$ cat src/rtl/mdio_pkg.sv
package mdio_pkg;

  typedef enum logic [2:0] {
    ST_IDLE,
    ST_DRIVE,
    ST_RELEASE,
    ST_SAMPLE,
    ST_TAIL
  } mdio_state_e;

  localparam logic [1:0] SOF_BITS  = 2'b01;
  localparam logic [1:0] OP_READ   = 2'b10;
  localparam logic [1:0] OP_WRITE  = 2'b01;
  localparam logic [1:0] TA_DRIVEN = 2'b10;

  localparam logic [1:0] PH_FIRST_LOW = 2'd0;
  localparam logic [1:0] PH_HIGH      = 2'd1;
  localparam logic [1:0] PH_LAST_LOW  = 2'd2;

endpackage

$ cat src/rtl/mdio_phase_timer.sv
module mdio_phase_timer #(
  parameter int PHASE_CYCLES = 50
) (
  input  logic clk,
  input  logic rst_n,
  input  logic run,
  output logic tick
);
  localparam int CW = (PHASE_CYCLES > 1) ? $clog2(PHASE_CYCLES) : 1;
  localparam logic [CW-1:0] LAST = CW'(PHASE_CYCLES - 1);

  logic [CW-1:0] cnt_q, cnt_d;

  // Counter parks at zero between frames so the first phase is full length.
  always_comb begin
    if (!run || cnt_q == LAST) cnt_d = '0;
    else                        cnt_d = cnt_q + CW'(1);
  end

  always_ff @(posedge clk or negedge rst_n) begin
    if (!rst_n) cnt_q <= '0;
    else        cnt_q <= cnt_d;
  end

  assign tick = run && (cnt_q == LAST);

endmodule

$ cat src/rtl/mdio_frame_build.sv
module mdio_frame_build
  import mdio_pkg::*;
#(
  parameter int PRE_W   = 32,
  parameter int ADDR_W  = 5,
  parameter int DATA_W  = 16,
  parameter int FRAME_W = PRE_W + 4 + 2*ADDR_W + 2 + DATA_W,
  parameter int CNT_W   = $clog2(FRAME_W + 1)
) (
  input  logic              wr,
  input  logic [ADDR_W-1:0] phy,
  input  logic [ADDR_W-1:0] rg,
  input  logic [DATA_W-1:0] wdata,
  output logic [FRAME_W-1:0] frame,
  output logic [CNT_W-1:0]   nbits
);
  localparam int RD_BITS = PRE_W + 4 + 2*ADDR_W;

  // Frame is left-aligned: the bit sent first sits at the MSB.
  always_comb begin
    if (wr) begin
      frame = {{PRE_W{1'b1}}, SOF_BITS, OP_WRITE, phy, rg, TA_DRIVEN, wdata};
      nbits = CNT_W'(FRAME_W);
    end else begin
      frame = {{PRE_W{1'b1}}, SOF_BITS, OP_READ, phy, rg, {(2 + DATA_W){1'b0}}};
      nbits = CNT_W'(RD_BITS);
    end
  end

endmodule

$ cat src/rtl/mdio_frame_seq.sv
module mdio_frame_seq
  import mdio_pkg::*;
#(
  parameter int FRAME_W = 64,
  parameter int DATA_W  = 16,
  parameter int CNT_W   = 7
) (
  input  logic               clk,
  input  logic               rst_n,
  input  logic               tick,
  input  logic               start,
  input  logic               start_wr,
  input  logic [FRAME_W-1:0] frame_in,
  input  logic [CNT_W-1:0]   nbits_in,
  input  logic               mdio_i,
  output logic               busy,
  output logic               done,
  output logic [DATA_W-1:0]  rd_data,
  output logic               mdc,
  output logic               mdio_o,
  output logic               mdio_oe
);
  mdio_state_e        state_q, state_d;
  logic [1:0]         ph_q, ph_d;
  logic [FRAME_W-1:0] sh_q, sh_d;
  logic [CNT_W-1:0]   left_q, left_d;
  logic               wr_q, wr_d;
  logic [DATA_W-1:0]  rx_q, rx_d;
  logic [DATA_W-1:0]  rd_q, rd_d;
  logic               done_q, done_d;

  always_comb begin
    state_d = state_q;
    ph_d    = ph_q;
    sh_d    = sh_q;
    left_d  = left_q;
    wr_d    = wr_q;
    rx_d    = rx_q;
    rd_d    = rd_q;
    done_d  = 1'b0;
    unique case (state_q)
      ST_IDLE: begin
        if (start) begin
          state_d = ST_DRIVE;
          ph_d    = PH_FIRST_LOW;
          sh_d    = frame_in;
          left_d  = nbits_in;
          wr_d    = start_wr;
        end
      end
      ST_DRIVE: begin
        if (tick) begin
          if (ph_q == PH_LAST_LOW) begin
            ph_d   = PH_FIRST_LOW;
            sh_d   = {sh_q[FRAME_W-2:0], 1'b0};
            left_d = left_q - CNT_W'(1);
            if (left_q == CNT_W'(1)) state_d = wr_q ? ST_TAIL : ST_RELEASE;
          end else begin
            ph_d = ph_q + 2'd1;
          end
        end
      end
      ST_RELEASE: begin
        if (tick) begin
          if (ph_q == PH_LAST_LOW) begin
            ph_d    = 2'd0;
            state_d = ST_SAMPLE;
            left_d  = CNT_W'(DATA_W);
          end else begin
            ph_d = ph_q + 2'd1;
          end
        end
      end
      ST_SAMPLE: begin
        // ph 0 = clock high (sample at its end), ph 1 = clock low
        if (tick) begin
          if (ph_q == 2'd0) begin
            rx_d = {rx_q[DATA_W-2:0], mdio_i};
            ph_d = 2'd1;
          end else begin
            ph_d   = 2'd0;
            left_d = left_q - CNT_W'(1);
            if (left_q == CNT_W'(1)) begin
              state_d = ST_IDLE;
              done_d  = 1'b1;
              rd_d    = rx_q;
            end
          end
        end
      end
      ST_TAIL: begin
        if (tick) begin
          state_d = ST_IDLE;
          done_d  = 1'b1;
        end
      end
      default: state_d = ST_IDLE;
    endcase
  end

  always_ff @(posedge clk or negedge rst_n) begin
    if (!rst_n) begin
      state_q <= ST_IDLE;
      ph_q    <= '0;
      sh_q    <= '0;
      left_q  <= '0;
      wr_q    <= 1'b0;
      rx_q    <= '0;
      rd_q    <= '0;
      done_q  <= 1'b0;
    end else begin
      state_q <= state_d;
      ph_q    <= ph_d;
      sh_q    <= sh_d;
      left_q  <= left_d;
      wr_q    <= wr_d;
      rx_q    <= rx_d;
      rd_q    <= rd_d;
      done_q  <= done_d;
    end
  end

  assign busy    = (state_q != ST_IDLE);
  assign done    = done_q;
  assign rd_data = rd_q;
  assign mdio_oe = (state_q == ST_DRIVE);
  assign mdio_o  = mdio_oe && sh_q[FRAME_W-1];
  assign mdc     = ((state_q == ST_DRIVE || state_q == ST_RELEASE) && ph_q == PH_HIGH)
                || (state_q == ST_SAMPLE && ph_q == 2'd0);

endmodule

$ cat src/rtl/mdio_mgmt_master.sv
module mdio_mgmt_master #(
  parameter int PHASE_CYCLES = 50,  // ~1 us per phase at 50 MHz
  parameter int PRE_W        = 32,
  parameter int ADDR_W       = 5,
  parameter int DATA_W       = 16
) (
  input  logic              clk,
  input  logic              rst_n,
  input  logic              req_valid,
  input  logic              req_write,
  input  logic [ADDR_W-1:0] req_phy,
  input  logic [ADDR_W-1:0] req_reg,
  input  logic [DATA_W-1:0] req_wdata,
  output logic              busy,
  output logic              done,
  output logic [DATA_W-1:0] rd_data,
  output logic              mdc,
  output logic              mdio_o,
  output logic              mdio_oe,
  input  logic              mdio_i
);
  localparam int FRAME_W = PRE_W + 4 + 2*ADDR_W + 2 + DATA_W;
  localparam int CNT_W   = $clog2(FRAME_W + 1);

  logic [1:0]         rst_pipe_q;
  logic               rst_int_n;
  logic               accept;
  logic               tick;
  logic [FRAME_W-1:0] frame;
  logic [CNT_W-1:0]   nbits;

  // Asynchronous assertion, synchronous release.
  always_ff @(posedge clk or negedge rst_n) begin
    if (!rst_n) rst_pipe_q <= 2'b00;
    else        rst_pipe_q <= {rst_pipe_q[0], 1'b1};
  end
  assign rst_int_n = rst_pipe_q[1];

  assign accept = req_valid && !busy;

  mdio_frame_build #(
    .PRE_W(PRE_W), .ADDR_W(ADDR_W), .DATA_W(DATA_W),
    .FRAME_W(FRAME_W), .CNT_W(CNT_W)
  ) u_build (
    .wr(req_write), .phy(req_phy), .rg(req_reg), .wdata(req_wdata),
    .frame(frame), .nbits(nbits)
  );

  mdio_phase_timer #(.PHASE_CYCLES(PHASE_CYCLES)) u_timer (
    .clk(clk), .rst_n(rst_int_n), .run(busy), .tick(tick)
  );

  mdio_frame_seq #(.FRAME_W(FRAME_W), .DATA_W(DATA_W), .CNT_W(CNT_W)) u_seq (
    .clk(clk), .rst_n(rst_int_n), .tick(tick),
    .start(accept), .start_wr(req_write), .frame_in(frame), .nbits_in(nbits),
    .mdio_i(mdio_i), .busy(busy), .done(done), .rd_data(rd_data),
    .mdc(mdc), .mdio_o(mdio_o), .mdio_oe(mdio_oe)
  );

endmodule

$ cat config.mk
export PLATFORM = sky130hd
export DESIGN_NAME = mdio_mgmt_master
export DESIGN_NICKNAME = d
export VERILOG_FILES = /design/src/rtl/mdio_pkg.sv /design/src/rtl/mdio_phase_timer.sv /design/src/rtl/mdio_frame_build.sv /design/src/rtl/mdio_frame_seq.sv /design/src/rtl/mdio_mgmt_master.sv
export SDC_FILE = /design/constraint.sdc
export NUM_CORES = 1
export LEC_CHECK = 0
export BUFFER_PORTS_ARGS = -buffer_cell sky130_fd_sc_hd__clkbuf_2
export CAP_MARGIN = 0
export CORE_MARGIN = 2
export CORE_UTILIZATION = 35
export CTS_BUF_LIST = sky130_fd_sc_hd__clkbuf_4 sky130_fd_sc_hd__clkbuf_8
export CTS_CLUSTER_DIAMETER = 150
export DETAILED_ROUTE_END_ITERATION = 8
export PLACE_DENSITY = 0.5
export SLEW_MARGIN = 20
export SYNTH_ARGS = -nofsm -noshare
export SYNTH_HDL_FRONTEND = slang
export SYNTH_HIERARCHICAL = 1
export SYNTH_SLANG_ARGS = --single-unit
$ cat constraint.sdc
create_clock -name clk -period 8.9 [get_ports clk]
set_input_delay 1.78 -clock clk [delete_from_list [all_inputs] [get_ports clk]]
set_output_delay 1.78 -clock clk [all_outputs]
set_load 0.05 [all_outputs]
After elaboration in Yosys (flattened, before gate mapping)
Cells that the tools add are included.
- bits in latches: 0
- logic and storage cells: 94
- RAM bits: 0
- memory bits (read-only): 0
- flip-flop bits (word level): 118
- output and inout bits: 21
- input port bits: 31
- memories: 0
- add/sub/neg operators: 3
- shift operators: 0
- muxes and demuxes: 38
- order comparisons: 0
- reduce and logical (&&, ||, !) cells: 23
- divide/modulo/power cells: 0
- multipliers: 0
- equal/unequal tests: 19
- bitwise operators: 1
- operator list (operator ; count):
    two-way mux 64 bit ; 3
    one-hot mux 64 bit (2 select lines) ; 1
    two-way mux 7 bit ; 8
    two-way mux 3 bit ; 11
    two-way mux 30 bit ; 1
    one-hot mux 7 bit (4 select lines) ; 1
    != test 2 bit, second input constant ; 8
    one-hot mux 3 bit (5 select lines) ; 1
    AND reduction 4 bit ; 3
    AND reduction 10 bit ; 1
    two-way mux 2 bit ; 4
    AND reduction 8 bit ; 1
    == test 7 x 1 -> 1 bit, second input constant ; 1
    subtractor 7 x 1 -> 7 bit, second input constant ; 1
    adder 6 x 1 -> 6 bit, second input constant ; 1
    == test 3 x 2 -> 1 bit, second input constant ; 2
    == test 6 bit, second input constant ; 1
    two-way mux 6 bit ; 1
    != test 2 x 1 -> 1 bit, second input constant ; 3
    one-hot mux 2 bit (3 select lines) ; 1
    nonzero test 3 bit ; 2
    logical AND 1 bit ; 5
    two-way mux 1 bit ; 5
    nonzero test 4 bit ; 1
    other kinds (15) ; 17

Depth between registers and ports, before layout
Gate-level depths: netlist of run 1.
- depth in word-level cells: 5
- depth in mapped cells: 12
- depth with buffers taken out: 8

Modules after synthesis
Netlist of run 1, hierarchy kept.
- modules (own cells, without submodules) (module ; area an instance (um2) ; seq. area each (um2) ; cells an instance ; times used):
    mdio_frame_seq ; 5228.8 ; 2752.6 ; 458 ; 1
    mdio_frame_build ; 543.0 ; 0.0 ; 74 ; 1
    mdio_phase_timer ; 291.5 ; 150.1 ; 28 ; 1
    mdio_mgmt_master ; 67.6 ; 50.0 ; 4 ; 1

Least setup slack after synthesis of run 1
No wires, ideal clock.
- kind: register to output
- from: register u_seq.state_q[1]
- to: output mdc
- stages on the path, launching flop included: 6
- path slack: 5050 ps
- path buffers: 2
- arrival time: 2070 ps
- required time: 7120 ps
- cells stage by stage: dfrtp_1 buf_2 buf_1 xor2_1 a21oi_1 nor3_1
- longest elaborated chain between the ends: 4
- elaborated cells between the ends (all ways): 7
- classes of those cells: eq/ne (3); reduce/logical (4)
- RTL lines (element ; line ; source):
    start: declaration ; mdio_frame_seq.sv:23 ; mdio_state_e state_q, state_d;
    start signal: assignment ; mdio_frame_seq.sv:112 ; state_q <= state_d;
    == test 3 x 1 -> 1 bit / == test 3 x 2 -> 1 bit (equally long branches) ; mdio_frame_seq.sv:128 ; assign mdc = ((state_q == ST_DRIVE || state_q == ST_RELEASE) && ph_q == PH_HIGH)
    logical OR 1 bit ; mdio_frame_seq.sv:128 ;
    logical AND 1 bit ; mdio_frame_seq.sv:128 ;
    logical OR 1 bit (*) ; mdio_frame_seq.sv:129 ; || (state_q == ST_SAMPLE && ph_q == 2'd0);
    end: declaration ; mdio_mgmt_master.sv:17 ; output logic mdc,
Mark *: on every way between the ends. The rest lies on a longest branch, timed or not.

Worst setup path after layout of run 1
- from: register u_seq.state_q[0]
- to: output mdio_o
- longest elaborated chain between the ends: 2
- RTL lines (element ; line ; source):
    == test 3 x 1 -> 1 bit ; mdio_frame_seq.sv:126 ; assign mdio_oe = (state_q == ST_DRIVE);
    logical AND 1 bit ; mdio_frame_seq.sv:127 ; assign mdio_o = mdio_oe && sh_q[FRAME_W-1];
    end: declaration ; mdio_mgmt_master.sv:18 ; output logic mdio_o,
No other way between the ends.

==> impl_results.md, run 1 <==
- Synth Register Bits: between 100 and 150
- Die area: 0.01859 mm²
- PnR worst setup slack: roughly 4.5 ns
- Share of cells above drive strength 1: 0.2475
- Hold buffer count at CTS: 0
- Reg2reg setup slack: about 5.5 ns
- Slew HR: 0.3097
- Area share of the largest cell type after synthesis: 0.4816
- Worst-case reg-to-reg path depth: 6
- Die width: 136.4 µm
- CP top delay family: simple AND/OR/NAND/NOR gates
- Starting DRT DRC Count: approximately 210
- Chip Height: 136.4 µm
- Num CTS Buffers: 17
- IO Count: 52
- Hold Path Class: reg -> reg
- Nets: between 600 and 700
- CP peak stage delay: roughly 0.67 ns
- Hold Violations, Final: 0
- Area leader, netlist: dfrtp_1
- CP cell instances: nand2b_1, nor2_4, buf_4, and2_1, clkbuf_2
- Worst setup EP type: primary output
- Worst hold start: rst_pipe_q[0]
- Max Slew Vio Count: 0
- Most frequent cell after synthesis: dfrtp_1
- Rows: between 40 and 50
- CP startpoint kind: flop
- Crit-path max FO: 31
- Max Cap Violations: 0
- Pwr per Cell Area: between 200 and 300 mW/mm²
- Setup Buffers After CTS: 0
- DRC Markers: 0
- CTS root buf: clkbuf_8
- Resized cells post-CTS: 0
- Gpl congestion: about 0.82
- CTS clk-pin slew, worst paths: about 0.070 ns
- Worst Tran Pin Value: 1.028 ns
- Total track usage: 0.1260
- Syn. warnings: 6
- CTS Buffer Depth: 2
- RSZ-0062 raised after global routing: false
- Crit path max-delay cell type: dfrtp_1
- WL/cell: roughly 13 µm
- Distinct cells, synth: 58
- Clock Sink Count: ~120
- Total power: 1.852 mW
- Buffers on Ports: 51
- Vias per inst: between 4 and 5
- Cell Area, Synth: 0.006131 mm²
- Async S/R FF share, synth: 1.000
- Min Tclk post-route: 4.385 ns
- Buf/Inv on CP: 2
- Layout area overhead: 7.408%
- Outcome: complete, no violations
- CTS tree: yes
- Top_reg_cell synth: dfrtp_1
- Initial core utilization: 0.3557
- Worst r2r dst: u_seq/rd_data[3]
- Area of the multi-input gates: ~0.0027 mm²
- # diodes: 0
- Register area: between 0.002 and 0.003 mm²
- First-pass DRT Iterations: 4
- CTS H-tree depth: 4
- Core area: roughly 0.017 mm²
- DR vias: around 3,800
- Worst Setup Path Type: reg -> out
- Sequential area share after synthesis: 0.4816
- Final ANT Viol Nets: 0
- Reg-to-Reg Start: u_seq/state_q[1]
- Clock skew: about 0.0088 ns
- Cells after Synth: roughly 560
- Initial antenna violation count: 1
- Largest net degree at the start of global routing: 129
- Final period util: 0.4927
- Average instance area after synthesis: 10.87 µm²
- P_leak: 3.433 nW
- Final setup vio count: 0
- Hold path endpoint: rst_pipe_q[1]
- Arrival time worst endpoint: 2.61 ns
- EDFF count, synth: 0
- Worst ir drop on vdd: roughly 0.12 mV
- Grt ovf: 0
- Fmax: about 0.23 GHz
- Final WL: 10,780 µm
- Post-synth top cells: dfrtp_1 (118), nand2_1 (70), mux2i_1 (65), buf_4 (60), o21ai_0 (52)
- Pre-CTS setup slack: between 4 and 5 ns
- First-pass GRT wire length: 18,280 µm
- Hold path depth: 0
- Largest cells by area after synthesis: dfrtp_1 (48%), mux2i_1 (11%), buf_4 (7.3%)
- Fillers: about 1,700
- Skew-Pair Late Insertion Delay: 0.43 ns
- Post-detail-place hpwl: roughly 6700 µm
- Vias in the first global route: roughly 3,600
- Worst Path Required: 7.12 ns
- Setup total negative slack: 0 ns
## worst max path at each step
stage / depth (start not counted) / start / slack, ns / endpoint
floorplan: 5 / u_seq/state_q[1] / 5.05 / mdc
global placement: 5 / u_seq/state_q[0] / 5.02 / mdio_o
detailed placement: 5 / u_seq/state_q[0] / 4.97 / mdio_o
CTS: 5 / u_seq/state_q[0] / 4.47 / mdio_o
global route: 5 / u_seq/state_q[0] / 4.30 / mdio_o
finish: 5 / u_seq/state_q[0] / 4.51 / mdio_o
## per-stage QoR
step | util | std cells | instance area (µm²) | hold slack [ns]
after floorplan | - | 599 | 6262 | 0.3312
after CTS | 0.3804 | 822 | 6558 | 0.3729
after global placement | 0.3607 | 791 | 6217 | 0.3436
after global routing | 0.3820 | 823 | 6585 | 0.3837
after detailed placement | 0.3607 | 791 | 6217 | 0.3502
final | 0.3820 | 823 | 6585 | 0.3740
## metal layers
| metal | global-route usage | up-vias | wire length (µm) |
|---|---|---|---|
| met5 | 0 | - | 12 |
| met4 | 0.05150 | 2 | 184 |
| met3 | 0.04661 | 18 | 696 |
| met2 | 0.1767 | 80 | 4685 |
| met1 | 0.1745 | 1788 | 5202 |
| li1 | - | 1902 | - |
## worst reg2reg max path, cell delays in order (launching register included)
cell and delay [ns]:
dfrtp_1 0.77, or3_1 0.32, inv_1 0.06, nor3_1 0.65, nand2_1 0.29, nor3_4 0.84
mux2_2 0.42
## area by class of cell
| cell class | count | share of cell area |
|---|---|---|
| Sequential cell | 118 | 0.4490 |
| Multi-Input combinational cell | 386 | 0.4057 |
| Timing Repair Buffer | 55 | 0.04636 |
| Clock buffer | 22 | 0.04313 |
| Tap cell | 225 | 0.04275 |
| Clock inverter | 9 | 0.008550 |
| Inverter | 8 | 0.004560 |
## cells by family (layout without fill, tap and decap cells)
| group | count (synthesis) | after routing | synth area share |
|---|---|---|---|
| buffers and inverters | 95 | 94 | 0.1063 |
| adder cells (fa/ha/maj) | 4 | 4 | 0.008164 |
| other | 3 | 38 | 0.001837 |
| flip-flops | 118 | 118 | 0.4816 |
| XOR/XNOR | 5 | 5 | 0.007144 |
| multiplexers | 101 | 101 | 0.1778 |
| AO/OA/AOI/OAI | 106 | 106 | 0.1022 |
| AND/OR/NAND/NOR | 132 | 132 | 0.1149 |
## report_power, final
part	total [mW]	switching, mW	internal (mW)	leakage (nW)
sequential	0.842	0.130	0.711	1.54
clock	0.427	0.215	0.212	0.175
combinational	0.584	0.322	0.262	1.72
total	1.85	0.667	1.19	3.43
## placed cells by master (no fill, tap or decap), drive strengths merged, types with 4 or more instances in the layout
| master | netlist | routed |
|---|---|---|
| a21o | 5 | 5 |
| a21oi | 6 | 6 |
| and2 | 17 | 17 |
| buf | 77 | 4 |
| clkbuf | 10 | 73 |
| clkinv | 0 | 6 |
| conb | 3 | 38 |
| dfrtp | 118 | 118 |
| ha | 4 | 4 |
| inv | 8 | 8 |
| mux2 | 36 | 36 |
| mux2i | 65 | 65 |
| nand2 | 70 | 70 |
| nor2 | 14 | 14 |
| nor2b | 4 | 4 |
| nor3 | 8 | 8 |
| o21ai | 71 | 71 |
| o2bb2ai | 5 | 5 |
## registers in the layout (all words and copies together) (netlist names)
register,count
rst_pipe_q,2
u_seq/done,1
u_seq/left_q,7
u_seq/ph_q,2
u_seq/rd_data,16
u_seq/rx_q,16
u_seq/sh_q,64
u_seq/state_q,3
u_seq/wr_q,1
u_timer/cnt_q,6
Note: power is estimated with default switching activity, not from simulation.
==> run 2, diff against run 1 <==
ABC_AREA = 1   (was not set)
PLACE_DENSITY = 0.52   (was 0.5)
clock period = 3.89 ns   (was 8.9 ns; I/O delays follow)
==> run 2 against run 1 <==
Net effect:
- sequential power increased by 120%
- die area increased by 1.9%
- first-iteration DRC count increased by 33%
- critical path type unchanged
- highest routed layer is now met4
==> impl_results.md, run 2 <==
- Worst-case reg-to-reg path depth: 11 (+5)
- Vias per inst: 4.269 (-7.3%)
- Sw Ratio: 0.4145 (+0.05440)
- Layout area overhead: 8.370%
- Nets: 859 (+38%)
- Die width: 137.6 µm (+0.93%)
- Final WL: 10,900 µm (+1.1%)
- Async S/R FF share, synth: 1.000 (unchanged)
- Syn. warnings: 6 (unchanged)
- Worst setup path end: mdc
- Crit-path max FO: 17 (-45%)
- Setup Buffers After CTS: 0 (unchanged)
- Fmax: around 0.34 GHz
- Die area: 0.01894 mm² (+1.9%)
- Slew HR: 0.3430 (+0.03332)
- Area leader, netlist: dfrtp_1
- Post-detail-place hpwl: 6907 µm (+2.4%)
- Clock skew: 0.01044 ns (+0.001610 ns)
- Distinct cells, synth: 31 (-47%)
- Reg2reg setup slack: 1.38 ns (-4.07 ns)
- Hold Path Class: in -> async
- Largest register by flop count: u_seq/sh_q
- Starting DRT DRC Count: 285 (+33%)
- Worst Path Required: 3.11 ns (-4.01 ns)
- Resized cells post-CTS: 0 (unchanged)
- CTS root buf: clkbuf_8
- Num CTS Buffers: 17 (unchanged)
- Cells after Synth: 803 (+42%)
- Cell Area, Synth: 0.006248 mm² (+1.9%)
- Initial antenna violation count: 0 (-1)
- Area share of the largest cell type after synthesis: 0.4726 (-0.009066)
- CTS H-tree depth: 4 (unchanged)
- CP cell instances: inv_2, nand2_2, nor2_4, clkinv_2, o21ai_0, nand3_1, nand2_1, clkbuf_2
- DRC Markers: 0 (unchanged)
- Net switching power: 2.266 mW (+240%)
- First-pass DRT Iterations: 5 (+1)
- Final period util: 0.7506
- Total internal power: 3.201 mW (+170%)
- Logic pwr share: 0.430 (+0.115)
- Clock power frac: 0.234 (+0.004)
- CP peak stage delay: 0.44 ns (-0.23 ns)
- CTS Buffer Depth: 2 (unchanged)
- CP Depth: 8 (+3)
- Chip Height: 137.6 µm (+0.93%)
- Worst r2r dst: u_seq/left_q[6]
- Max Slew Vio Count: 0 (unchanged)
- Share of cells above drive strength 1: 0.1290 (-0.1185)
- Setup total negative slack: 0 ns (unchanged)
- IO Count: 52 (unchanged)
- Total power: 5.467 mW (+200%)
- Max Cap Violations: 0 (unchanged)
- Total track usage: 0.1243 (-0.001700)
- EDFF count, synth: 0 (unchanged)
- Most frequent cell after synthesis: nand2_1
- Buffers on Ports: 51 (unchanged)
- Largest cells by area after synthesis: dfrtp_1 (47%), nand2_1 (9.9%), buf_4 (7.8%)
- Post-synth top cells: nand2_1 (165), dfrtp_1 (118), inv_1 (117), nor2_1 (87), o21ai_0 (79)
- Clock Sink Count: 118 (unchanged)
- P_leak: 3.580 nW (+4.3%)
- CTS tree: yes
- Synth Register Bits: 118 (unchanged)
- CP top delay family: buffers and inverters
- Crit path max-delay cell type: dfrtp_1
- Pwr per Cell Area: 807.3 mW/mm² (+190%)
- Hold buffer count at CTS: 0 (unchanged)
- Vias in the first global route: 4,068 (+12%)
- Worst Tran Pin Value: 0.9855 ns (-0.04227 ns)
- Core area: 0.01736 mm² (+0.70%)
- Buf/Inv on CP: 3 (+1)
- Skew-Pair Late Insertion Delay: 0.44 ns (about the same)
- Outcome: complete, no violations
- Initial core utilization: 0.3600 (+0.004315)
- Final ANT Viol Nets: 0 (unchanged)
- RSZ-0062 raised after global routing: false
- Commonest non-fill, non-tap cell in the layout: nand2_1
- DR vias: 4,534 (+20%)
- # diodes: 0 (unchanged)
- Worst setup EP type: primary output
- Final setup vio count: 0 (unchanged)
- Most frequent cells in the layout: nand2_1 (164), inv_1 (117), dfrtp_1 (117)
- Critical Path Start: u_seq/state_q[2]
- Max reg flops: 64 (unchanged)
- CP startpoint kind: flop
- Hold Violations, Final: 0 (unchanged)
- CTS clk-pin slew, worst paths: 0.08 ns (about the same)
- Worst Setup Path Type: reg -> out
- Min Tclk post-route: between 2 and 3 ns
- Gpl congestion: 0.7417 (-9.7%)
- First-pass GRT wire length: 18,490 µm (+1.1%)
- Rows: 48 (unchanged)
- Reg-to-Reg Start: u_seq/state_q[0]
- Worst ir drop on vdd: 0.3832 mV (+220%)
- Grt ovf: 0 (unchanged)
- WL/cell: 10.27 µm (-22%)
- Sequential share of power: 0.336 (-0.118)
- Arrival time worst endpoint: 2.14 ns (-0.47 ns)
- Average instance area after synthesis: 7.781 µm² (-28%)
- Largest net degree at the start of global routing: 115 (-11%)
- Sequential area share after synthesis: 0.4726 (-0.009066)
- Top_reg_cell synth: dfrtp_1
[run 2: cell count changes after synthesis, moves of 27 or more]
cell	delta
inv_1	+109
nand2_1	+95
nor2_1	+74
mux2i_1	-65
a21oi_1	+60
o21ai_0	+27
[run 2: worst reg2reg max path, stage by stage (launching register included)]
cell     delay [ns]
dfrtp_1        0.45
nor2_1         0.14
nand2_1        0.20
inv_1          0.06
nor2_1         0.26
nand3_1        0.15
nand2_1        0.18
nand3_1        0.10
nor2_1         0.59
inv_1          0.13
nand2_1        0.09
nand2_1        0.05
[run 2: logic make-up (layout without fill, tap and decap cells)]
| group | Yosys count | count (layout) | share of synthesized area |
|---|---|---|---|
| other cells | 3 | 38 | 0.001802 |
| xor+xnor | 3 | 3 | 0.004206 |
| buf+inv | 210 | 209 | 0.1816 |
| simple gates | 289 | 289 | 0.1882 |
| mux | 1 | 1 | 0.001802 |
| fa+ha+maj | 4 | 4 | 0.008010 |
| flops | 118 | 118 | 0.4726 |
| compound gates | 175 | 175 | 0.1418 |
[run 2: stage by stage]
step	worst slack [ns]	utilization	instance area (µm²)	hold WS [ns]	instances
after floorplan	0.3592	-	6380	0.3312	838
after CTS	0.9089	0.3890	6751	0.06617	1061
after detailed placement	1.414	0.3629	6299	0.3372	1029
after global routing	0.7586	0.3901	6771	0.06858	1062
final	0.9701	0.3901	6771	0.1034	1062
after global placement	1.442	0.3629	6299	0.3337	1029
[run 2: layer usage]
metal  wire length, µm  GRT usage  vias up
met2              4894     0.1929       56
met1              5468     0.1614     2027
met5                 0          0        -
met3               393    0.03974       11
li1                  -          -     2440
met4               146    0.04811        0
[run 2: worst min-delay path by stage]
stage                              from            end  slack (ns)  cells after the start
after detailed placement  rst_pipe_q[0]  rst_pipe_q[1]        0.34                      0
after CTS                         rst_n  rst_pipe_q[1]        0.07                      1
after floorplan           rst_pipe_q[0]  rst_pipe_q[1]        0.33                      0
after global routing              rst_n  rst_pipe_q[1]        0.07                      1
final                             rst_n  rst_pipe_q[1]        0.10                      1
after global placement    rst_pipe_q[0]  rst_pipe_q[1]        0.33                      0
[run 2: power groups by stage]
stage | sequential (mW) | clock (mW) | combinational, mW
after floorplan | 1.83 | 0 | 2.20
after global routing | 1.88 | 1.38 | 2.76
after CTS | 1.85 | 1.32 | 2.39
after detailed placement | 1.87 | 0 | 2.39
final | 1.84 | 1.28 | 2.35
after global placement | 1.86 | 0 | 2.35
[run 2: area by class of cell]
class	count	area (µm²)
repair buffers	58	332.8
inverters	119	447.9
clock inverters	13	203.9
fillers	1806	10590
well taps	225	281.5
multi-input cells	510	2300
flip-flops and latches	118	2957
clock buffers	19	249.0
